`src/rtl/gpio_pkg.sv`:
```
// Package gpio_pkg
// Shared register address encoding for the I/O port.
// Assumes a two-bit register address space with every address used.
package gpio_pkg;
    localparam int ADDR_W = 2;

    typedef enum logic [ADDR_W-1:0] {
        REG_DATA = 2'd0,
        REG_PIN  = 2'd1,
        REG_DIR  = 2'd2,
        REG_DRV  = 2'd3
    } reg_sel_e;
endpackage

```
`src/rtl/gpio_in_sync.sv`:
```
// Module gpio_in_sync
// Two-flop synchronizer for the raw pad levels.
// Assumes the pads are asynchronous to clk. The output lags the input by two edges.
module gpio_in_sync #(
    parameter int W = 8
) (
    input  logic         clk,
    input  logic         rst_n,
    input  logic [W-1:0] d,
    output logic [W-1:0] q
);
    logic [W-1:0] meta_q;
    logic [W-1:0] sync_q;
    logic [1:0]   age_q;

    // Shift the pad levels through two stages.
    always_ff @(posedge clk) begin
        if (!rst_n) begin
            meta_q <= '0;
            sync_q <= '0;
        end else begin
            meta_q <= d;
            sync_q <= meta_q;
        end
    end

    // Count edges since reset, saturating at 2, so the latency check can start.
    always_ff @(posedge clk) begin
        if (!rst_n) age_q <= '0;
        else if (age_q != 2'd2) age_q <= age_q + 2'd1;
    end

    assign q = sync_q;


    sync_latency_chk: assert property (@(posedge clk) disable iff (!rst_n)
        (age_q == 2'd2) |-> (q == $past(d, 2)));
endmodule

```
`src/rtl/gpio_dir_resolve.sv`:
```
// Module gpio_dir_resolve
// Works out the effective direction and output level of each pin.
// The sources are the SPI override, serial channel forcing and the registers.
// Assumes serial channel k transmits on pin 2k+1 and receives on pin 2k.
module gpio_dir_resolve #(
    parameter int           W            = 8,
    parameter int           NUM_SCI      = 2,
    parameter logic [W-1:0] SPI_PIN_MASK = 8'h3C
) (
    input  logic               clk,
    input  logic               rst_n,
    input  logic [W-1:0]       ddr,
    input  logic [W-1:0]       dat,
    input  logic               spi_en,
    input  logic [W-1:0]       spi_oe,
    input  logic [W-1:0]       spi_do,
    input  logic [NUM_SCI-1:0] sci_tx_en,
    input  logic [NUM_SCI-1:0] sci_rx_en,
    input  logic [NUM_SCI-1:0] sci_tx_do,
    output logic [W-1:0]       eff_oe,
    output logic [W-1:0]       eff_do
);
    logic [W-1:0] spi_own;
    logic [W-1:0] tx_own;
    logic [W-1:0] rx_own;

    assign spi_own = spi_en ? SPI_PIN_MASK : '0;

    for (genvar i = 0; i < W; i++) begin : g_pin
        logic tx_hit;
        logic tx_val;
        logic rx_hit;

        // Find whether an enabled serial channel claims this pin.
        always_comb begin
            tx_hit = 1'b0;
            tx_val = 1'b0;
            rx_hit = 1'b0;
            for (int k = 0; k < NUM_SCI; k++) begin
                if ((2*k + 1 == i) && sci_tx_en[k]) begin
                    tx_hit = 1'b1;
                    tx_val = sci_tx_do[k];
                end
                if ((2*k == i) && sci_rx_en[k]) rx_hit = 1'b1;
            end
        end

        assign tx_own[i] = tx_hit;
        assign rx_own[i] = rx_hit;

        // Fixed priority: SPI first, then serial forcing, then the registers.
        always_comb begin
            if (spi_own[i]) begin
                eff_oe[i] = spi_oe[i];
                eff_do[i] = spi_do[i];
            end else if (tx_hit) begin
                eff_oe[i] = 1'b1;
                eff_do[i] = tx_val;
            end else if (rx_hit) begin
                eff_oe[i] = 1'b0;
                eff_do[i] = dat[i];
            end else begin
                eff_oe[i] = ddr[i];
                eff_do[i] = dat[i];
            end
        end
    end


    spi_owns_chk: assert property (@(posedge clk) disable iff (!rst_n)
        ((eff_oe & spi_own) == (spi_oe & spi_own)));

    tx_forces_out_chk: assert property (@(posedge clk) disable iff (!rst_n)
        ((eff_oe & tx_own & ~spi_own) == (tx_own & ~spi_own)));

    rx_forces_in_chk: assert property (@(posedge clk) disable iff (!rst_n)
        ((eff_oe & rx_own & ~spi_own) == '0));

    reg_ctrl_chk: assert property (@(posedge clk) disable iff (!rst_n)
        ((eff_oe & ~(spi_own | tx_own | rx_own)) == (ddr & ~(spi_own | tx_own | rx_own))));
endmodule

```
`src/rtl/gpio_regs.sv`:
```
// Module gpio_regs
// Holds the data, direction and drive registers and decodes the bus.
// Assumes single-cycle writes and a combinational read. Address 1 is read-only.
module gpio_regs
    import gpio_pkg::*;
#(
    parameter int W = 8
) (
    input  logic              clk,
    input  logic              rst_n,
    input  logic [ADDR_W-1:0] addr,
    input  logic              we,
    input  logic [W-1:0]      wdata,
    input  logic [W-1:0]      eff_oe,
    input  logic [W-1:0]      pin_sync,
    output logic [W-1:0]      rdata,
    output logic [W-1:0]      dat_q,
    output logic [W-1:0]      ddr_q,
    output logic [W-1:0]      rdr_q
);
    reg_sel_e sel;
    assign sel = reg_sel_e'(addr);

    // Update the writable registers on a bus write.
    always_ff @(posedge clk) begin
        if (!rst_n) begin
            dat_q <= '0;
            ddr_q <= '0;
            rdr_q <= '0;
        end else if (we) begin
            case (sel)
                REG_DATA: dat_q <= wdata;
                REG_DIR:  ddr_q <= wdata;
                REG_DRV:  rdr_q <= wdata;
                default:  ;
            endcase
        end
    end

    // Select the read view for the addressed register.
    always_comb begin
        case (sel)
            REG_DATA: rdata = (dat_q & eff_oe) | (pin_sync & ~eff_oe);
            REG_PIN:  rdata = pin_sync;
            REG_DIR:  rdata = ddr_q;
            REG_DRV:  rdata = rdr_q;
            default:  rdata = '0;
        endcase
    end


    reset_clear_chk: assert property (@(posedge clk)
        !rst_n |=> (dat_q == '0 && ddr_q == '0 && rdr_q == '0));

    dir_write_chk: assert property (@(posedge clk) disable iff (!rst_n)
        (we && addr == 2'd2) |=> (ddr_q == $past(wdata)));

    pin_write_inert_chk: assert property (@(posedge clk) disable iff (!rst_n)
        (we && addr == 2'd1) |=> ($stable(dat_q) && $stable(ddr_q) && $stable(rdr_q)));
endmodule

```
`src/rtl/gpio_port.sv`:
```
// Module gpio_port
// Top of the eight-pin I/O port. It joins the registers, the direction resolver
// and the input synchronizer, and drives the pad controls.
// Assumes the peripheral enables are synchronous to clk.
module gpio_port
    import gpio_pkg::*;
#(
    parameter int           W            = 8,
    parameter int           NUM_SCI      = 2,
    parameter logic [W-1:0] SPI_PIN_MASK = 8'h3C
) (
    input  logic               clk,
    input  logic               rst_n,
    input  logic [ADDR_W-1:0]  bus_addr,
    input  logic               bus_we,
    input  logic [W-1:0]       bus_wdata,
    output logic [W-1:0]       bus_rdata,
    input  logic               spi_en,
    input  logic [W-1:0]       spi_oe,
    input  logic [W-1:0]       spi_do,
    input  logic [NUM_SCI-1:0] sci_tx_en,
    input  logic [NUM_SCI-1:0] sci_rx_en,
    input  logic [NUM_SCI-1:0] sci_tx_do,
    input  logic [W-1:0]       pad_di,
    output logic [W-1:0]       pad_oe,
    output logic [W-1:0]       pad_do,
    output logic [W-1:0]       pad_rdrv
);
    logic [W-1:0] dat_q, ddr_q, rdr_q, pin_sync, eff_oe, eff_do;

    gpio_regs #(.W(W)) u_regs (
        .clk(clk), .rst_n(rst_n), .addr(bus_addr), .we(bus_we), .wdata(bus_wdata),
        .eff_oe(eff_oe), .pin_sync(pin_sync), .rdata(bus_rdata),
        .dat_q(dat_q), .ddr_q(ddr_q), .rdr_q(rdr_q)
    );

    gpio_dir_resolve #(.W(W), .NUM_SCI(NUM_SCI), .SPI_PIN_MASK(SPI_PIN_MASK)) u_resolve (
        .clk(clk), .rst_n(rst_n), .ddr(ddr_q), .dat(dat_q),
        .spi_en(spi_en), .spi_oe(spi_oe), .spi_do(spi_do),
        .sci_tx_en(sci_tx_en), .sci_rx_en(sci_rx_en), .sci_tx_do(sci_tx_do),
        .eff_oe(eff_oe), .eff_do(eff_do)
    );

    gpio_in_sync #(.W(W)) u_sync (
        .clk(clk), .rst_n(rst_n), .d(pad_di), .q(pin_sync)
    );

    assign pad_oe   = eff_oe;
    assign pad_do   = eff_do;
    assign pad_rdrv = rdr_q & eff_oe;


    rdrv_input_chk: assert property (@(posedge clk) disable iff (!rst_n)
        ((pad_rdrv & ~pad_oe) == '0));
endmodule

```
`config.mk`:
```
export PLATFORM = sky130hd
export DESIGN_NAME = gpio_port
export DESIGN_NICKNAME = d
export VERILOG_FILES = /design/src/rtl/gpio_pkg.sv /design/src/rtl/gpio_in_sync.sv /design/src/rtl/gpio_dir_resolve.sv /design/src/rtl/gpio_regs.sv /design/src/rtl/gpio_port.sv
export SDC_FILE = /design/constraint.sdc
export NUM_CORES = 1
export LEC_CHECK = 0
export ABC_AREA = 0
export CAP_MARGIN = 20
export CORE_ASPECT_RATIO = 0.75
export CORE_MARGIN = 10
export CORE_UTILIZATION = 46
export CTS_CLUSTER_DIAMETER = 150
export DETAILED_ROUTE_END_ITERATION = 10
export HOLD_SLACK_MARGIN = 0.03
export PLACE_DENSITY = 0.85
export SLEW_MARGIN = 30
export SYNTH_ARGS = -nofsm -noshare
export SYNTH_HDL_FRONTEND = slang
export SYNTH_HIERARCHICAL = 1
export SYNTH_SLANG_ARGS = --single-unit
```
`constraint.sdc`:
```
create_clock -name clk -period 2.68 [get_ports clk]
set_input_delay 0.268 -clock clk [delete_from_list [all_inputs] [get_ports clk]]
set_output_delay 0.268 -clock clk [all_outputs]
set_load 0.01 [all_outputs]
```
==> results of run 1 <==
## metrics by stage
step	instance area, µm²	setup WS [ps]
3_5_place_dp	2526	304.4
6_report	2616	325.3
5_1_grt	2616	172.1
2_1_floorplan	1858	1173
4_1_cts	2616	291.6
3_3_place_gp	2526	338.2
## power by group
group	leakage [µW]	switching, µW	internal, µW
combinational	0.000690	80.5	126
sequential	0.000327	12.3	618
clock	0.0000455	184	210
## registers in the layout, indices dropped and copies added, names as in the netlist
name           flops
u_sync/meta_q      8
u_sync/q           8
u_regs/dat_q       8
u_regs/rdr_q       8
u_regs/ddr_q       8
## logic make-up (layout without fill, tap and decap cells)
group                  Yosys count  count (layout)  share of synthesized area [%]
AOI/OAI and AO/OA               27              27                          8.889
and+or+nand+nor                 74              74                          23.17
DFF                             40              40                          43.10
muxes                           31              31                          18.11
buffers and inverters           17              81                          6.733
## Yosys cell counts, drive strengths merged
master  number  area share (%)
mux2         6             4.6
and2        24             8.9
nand2b       9             3.0
nor2         1            0.20
nand2       11             2.2
dfxtp       40              43
mux2i       25              13
buf         14             6.1
nand3       25             7.3
or2          1            0.34
o21ai       27             8.9
or3b         1            0.47
clkbuf       3            0.61
nand3b       1            0.40
nor2b        1            0.34
## area by class of cell
cell class	count	area (µm²)	area share, %
flip-flops and latches	40	800.8	30.61
repair buffers	73	728.2	27.83
clock buffers	8	90.09	3.443
multi-input cells	132	932.1	35.63
well taps	52	65.06	2.487
## worst paths after layout
kind                            cells past startpoint  slack (ps)                    startpoint                           end
worst max register to register                      2        2020  u_regs/ddr_q[6]$_SDFFE_PN0P_  u_regs/ddr_q[6]$_SDFFE_PN0P_
worst min-delay path                                1         440   u_sync/meta_q[7]$_SDFF_PN0_        u_sync/q[7]$_SDFF_PN0_
worst min register to register                      1         440   u_sync/meta_q[7]$_SDFF_PN0_        u_sync/q[7]$_SDFF_PN0_
worst max-delay path                                7         330                        spi_en                  bus_rdata[4]
## per-layer routing
layer | part of all wire (%) | global-route usage, % | vias to the layer above
met5 | 0 | 0 | -
met4 | 0.58 | 3.754 | 0
met3 | 8.2 | 5.263 | 3
met2 | 46 | 21.11 | 41
met1 | 45 | 14.18 | 640
li1 | - | - | 768
## worst max-delay path, cell delays in order
cell and delay [ps]:
clkdlybuf4s50_1 490, buf_4 150, mux2_4 310, nand2b_1 90
mux2i_1 80, mux2i_1 140, clkdlybuf4s50_1 570
==> impl_metrics.yaml, run 1 <==
run_status:
  outcome: "completed"
power:
  total_power_uw: 1231
  leakagePower_uw: 0.001063
  irDropWorstVdd_uv: 386.9
  p_per_area_nw_per_um2: 470.5
synth:
  ys_ff_latch: 40
  synth_nets: 233
  synth.avg_cell_area_um2: 9.831
  synth_warnings: 6
  synthCells: 189
  ys_types: 22
  ys_seq_area_share_pct: 43.10
  syn-cell-area_um2: 1858
global_routing:
  grt_start_max_net_pins: 30
  grt.overflow.total: 0
  antenna_found_initial: 0
  grt_pass1_vias: 1465
  grt_pass1_wl_mm: 6.962
  grt_usage_pct: 12.48
sta:
  final.setup.tns_ps: 0
  post-route-period-util_pct: 87.86
  max_clock_freq_mhz: 424.7
  hold_viol: 0
  worst_pin_slew_ps: 768.4
  setup_viol: 0
  hold_slack_ps: 445.0
  slew_violations: 0
  finClkSkew_ps: 1.574
  rsz0062_at_grt: "false"
  fin_crit_ps: 2355
  relSlewSlack_pct: 48.77
route:
  drtPass1Iterations: 4
  via_per_inst: 4.761
  vias: 1452
  drcViolationCount: 0
  drtIter0Drc: 42
  wl_per_cell_um: 14.03
  ant_nets: 0
  wl_mm: 4.280
hold_path:
  min_path_type: "flip-flop to flip-flop"
cts:
  cts.path.max_buffers: 2
  cts_tree: "yes"
  cts_made_buffers: 5
  cts_hold_buf: 0
  path_clk_slew_ps: 70
  cts_setup_buffers: 0
  cts_root_buf: "clkbuf_8"
  clock-sinks: 40
  h-tree-depth: 2
  clk_latency_ps: 280
  cts_resized: 0
placed_design:
  numPortBuffers: 67
  gp_congestion: 0.7520
  dp_cells: 297
  hpwl_mm: 3.344
layout:
  final_cells: 305
  syn_to_final_growth_pct: 40.81
  antenna_cells: 0
  final_common_cell: "clkdlybuf4s50_1"
  n_fill_cell: 293
  layout-drive-gt1-share_pct: 16.21
  finalCoreUtilization_pct: 69.22
  layout_common_cells: "67 x clkdlybuf4s50_1, 40 x dfxtp_1, 25 x mux2i_1, 23 x nand3_1, 19 x o21ai_0"
  nets: 296
floorplanning:
  dieArea_um2: 7008
  die_y_um: 75.04
  std_cell_rows: 19
  initial_core_util_pct: 49.16
  ios: 76
  core_area_um2: 3780
  die-width_um: 93.39
setup_path:
  path_max_fanout: 3
  critPathArrivalTime_ps: 2090
  cp-end-kind: "output port"
  critPathKind: "input port to output port"
  cp-start-kind: "input port"
  cp.required_ps: 2410
job:
  cap_violations: 0
Note: power is estimated with default switching activity, not from simulation.
==> run 2, diff against run 1 <==
--- a/config.mk
+++ b/config.mk
@@ -9,11 +9,11 @@
 export CAP_MARGIN = 20
 export CORE_ASPECT_RATIO = 0.75
 export CORE_MARGIN = 10
-export CORE_UTILIZATION = 46
+export CORE_UTILIZATION = 40
 export CTS_CLUSTER_DIAMETER = 150
 export DETAILED_ROUTE_END_ITERATION = 10
 export HOLD_SLACK_MARGIN = 0.03
-export PLACE_DENSITY = 0.85
+export PLACE_DENSITY = 0.75
 export SLEW_MARGIN = 30
 export SYNTH_ARGS = -nofsm -noshare
 export SYNTH_HDL_FRONTEND = slang
==> impl_metrics.yaml, run 2 (synthesized netlist as in run 1, its figures left out) <==
floorplanning:
  ios: 76
  core_area_um2: 4467
  dieArea_um2: 7800
  std_cell_rows: 21
  die_y_um: 79.03
  die-width_um: 98.70
  initial_core_util_pct: 41.60
setup_path:
  r2r-end: "u_regs/ddr_q[6]$_SDFFE_PN0P_"
  cp-end-kind: "output port"
  worstPathCellList: "clkdlybuf4s50_1, buf_4, mux2_4, nand2b_1, mux2i_1, mux2i_1, clkdlybuf4s50_1"
  critPathArrivalTime_ps: 2120
  critPathKind: "input port to output port"
  r2r_start: "u_regs/ddr_q[6]$_SDFFE_PN0P_"
  cp.required_ps: 2410
  path_max_fanout: 3
  r2r_cells: 2
  cp_slowest_cell: "clkdlybuf4s50_1"
  cp-start-kind: "input port"
  r2r_setup_slack_ps: 2020
  cpPeakStageDelay_ps: 570
route:
  drtPass1Iterations: 4
  ant_nets: 0
  wl_mm: 4.320
  drcViolationCount: 0
  wl_per_cell_um: 14.12
  vias: 1462
  drtIter0Drc: 25
  via_per_inst: 4.778
layout:
  layout_common_cells: "67 x clkdlybuf4s50_1, 40 x dfxtp_1, 25 x mux2i_1, 23 x nand3_1, 19 x o21ai_0"
  antenna_cells: 0
  finalCoreUtilization_pct: 57.79
  layout-drive-gt1-share_pct: 15.66
  final_common_cell: "clkdlybuf4s50_1"
  nets: 295
  syn_to_final_growth_pct: 38.92
  n_fill_cell: 421
sta:
  slew_violations: 0
  worst_pin_slew_ps: 794.8
  layout_setup_ws_ps: 288.0
  finClkSkew_ps: 1.989
  relSlewSlack_pct: 47.01
  max_clock_freq_mhz: 418.1
  hold_viol: 0
  fin_crit_ps: 2392
  rsz0062_at_grt: "false"
  setup_viol: 0
  final.setup.tns_ps: 0
  post-route-period-util_pct: 89.25
cts:
  cts_hold_buf: 0
  h-tree-depth: 2
  cts_tree: "yes"
  cts_root_buf: "clkbuf_8"
  cts_resized: 0
  cts_made_buffers: 5
  cts.path.max_buffers: 2
  path_clk_slew_ps: 60
  cts_setup_buffers: 0
  clock-sinks: 40
  clk_latency_ps: 280
global_routing:
  antenna_found_initial: 0
  grt_pass1_wl_mm: 6.906
  grt_start_max_net_pins: 49
  grt_usage_pct: 10.79
  grt.overflow.total: 0
  grt_pass1_vias: 1441
power:
  p_per_area_nw_per_um2: 454.7
  leakagePower_uw: 0.001044
  irDropWorstVdd_uv: 307.4
hold_path:
  whs_endpoint: "u_sync/q[4]$_SDFF_PN0_"
  min_path_type: "flip-flop to flip-flop"
  hold_path_depth: 1
  min_from: "u_sync/meta_q[4]$_SDFF_PN0_"
placed_design:
  dp_slack_ps: 287.5
  gp_congestion: 0.7642
  numPortBuffers: 67
  hpwl_mm: 3.292
job:
  cap_violations: 0
run_status:
  outcome: "completed"
## run 2: where the power goes
group	total, µW	internal [µW]	switching [µW]
clock	339	167	172
sequential	630	618	12.1
combinational	204	123	81.1
total	1170	909	265
## run 2: worst max path at each step
stage	startpoint	end	slack [ps]	cells past startpoint
finish	spi_en	bus_rdata[5]	290	7
global route	spi_en	bus_rdata[3]	140	7
CTS	spi_en	bus_rdata[5]	270	7
detailed placement	spi_en	bus_rdata[5]	290	7
global placement	spi_en	bus_rdata[4]	330	7
floorplan	spi_en	bus_rdata[3]	1170	5
## run 2: worst max-delay path: cells and delay by family
kind                   cells  cell delay, ps
buffers and inverters      3            1230
multiplexers               3             540
AND/OR/NAND/NOR            1              90
## run 2: per-stage QoR
stage	std cells	area (µm²)	power [µW]	hold WS [ps]
6_report	306	2581	1174	446.7
5_1_grt	306	2581	1231	452.0
4_1_cts	306	2581	1189	446.3
3_5_place_dp	301	2512	850.9	430.9
3_3_place_gp	301	2512	847.4	428.6
2_1_floorplan	189	1858	744.9	395.3
## run 2: final cells by class
| type | instances | area (µm²) | share of cell area [%] |
|---|---|---|---|
| multi-input cells | 132 | 932.1 | 36.11 |
| well taps | 57 | 71.32 | 2.763 |
| flip-flops and latches | 40 | 800.8 | 31.02 |
| repair buffers | 72 | 708.2 | 27.44 |
| clock buffers | 5 | 68.82 | 2.666 |
## run 2: layer usage
layer	wire, µm	part of all wire, %	track usage [%]
met1	2008	46	12.61
met4	48	1.1	3.857
met3	370	8.6	5.104
met5	0	0	0
met2	1893	44	16.99
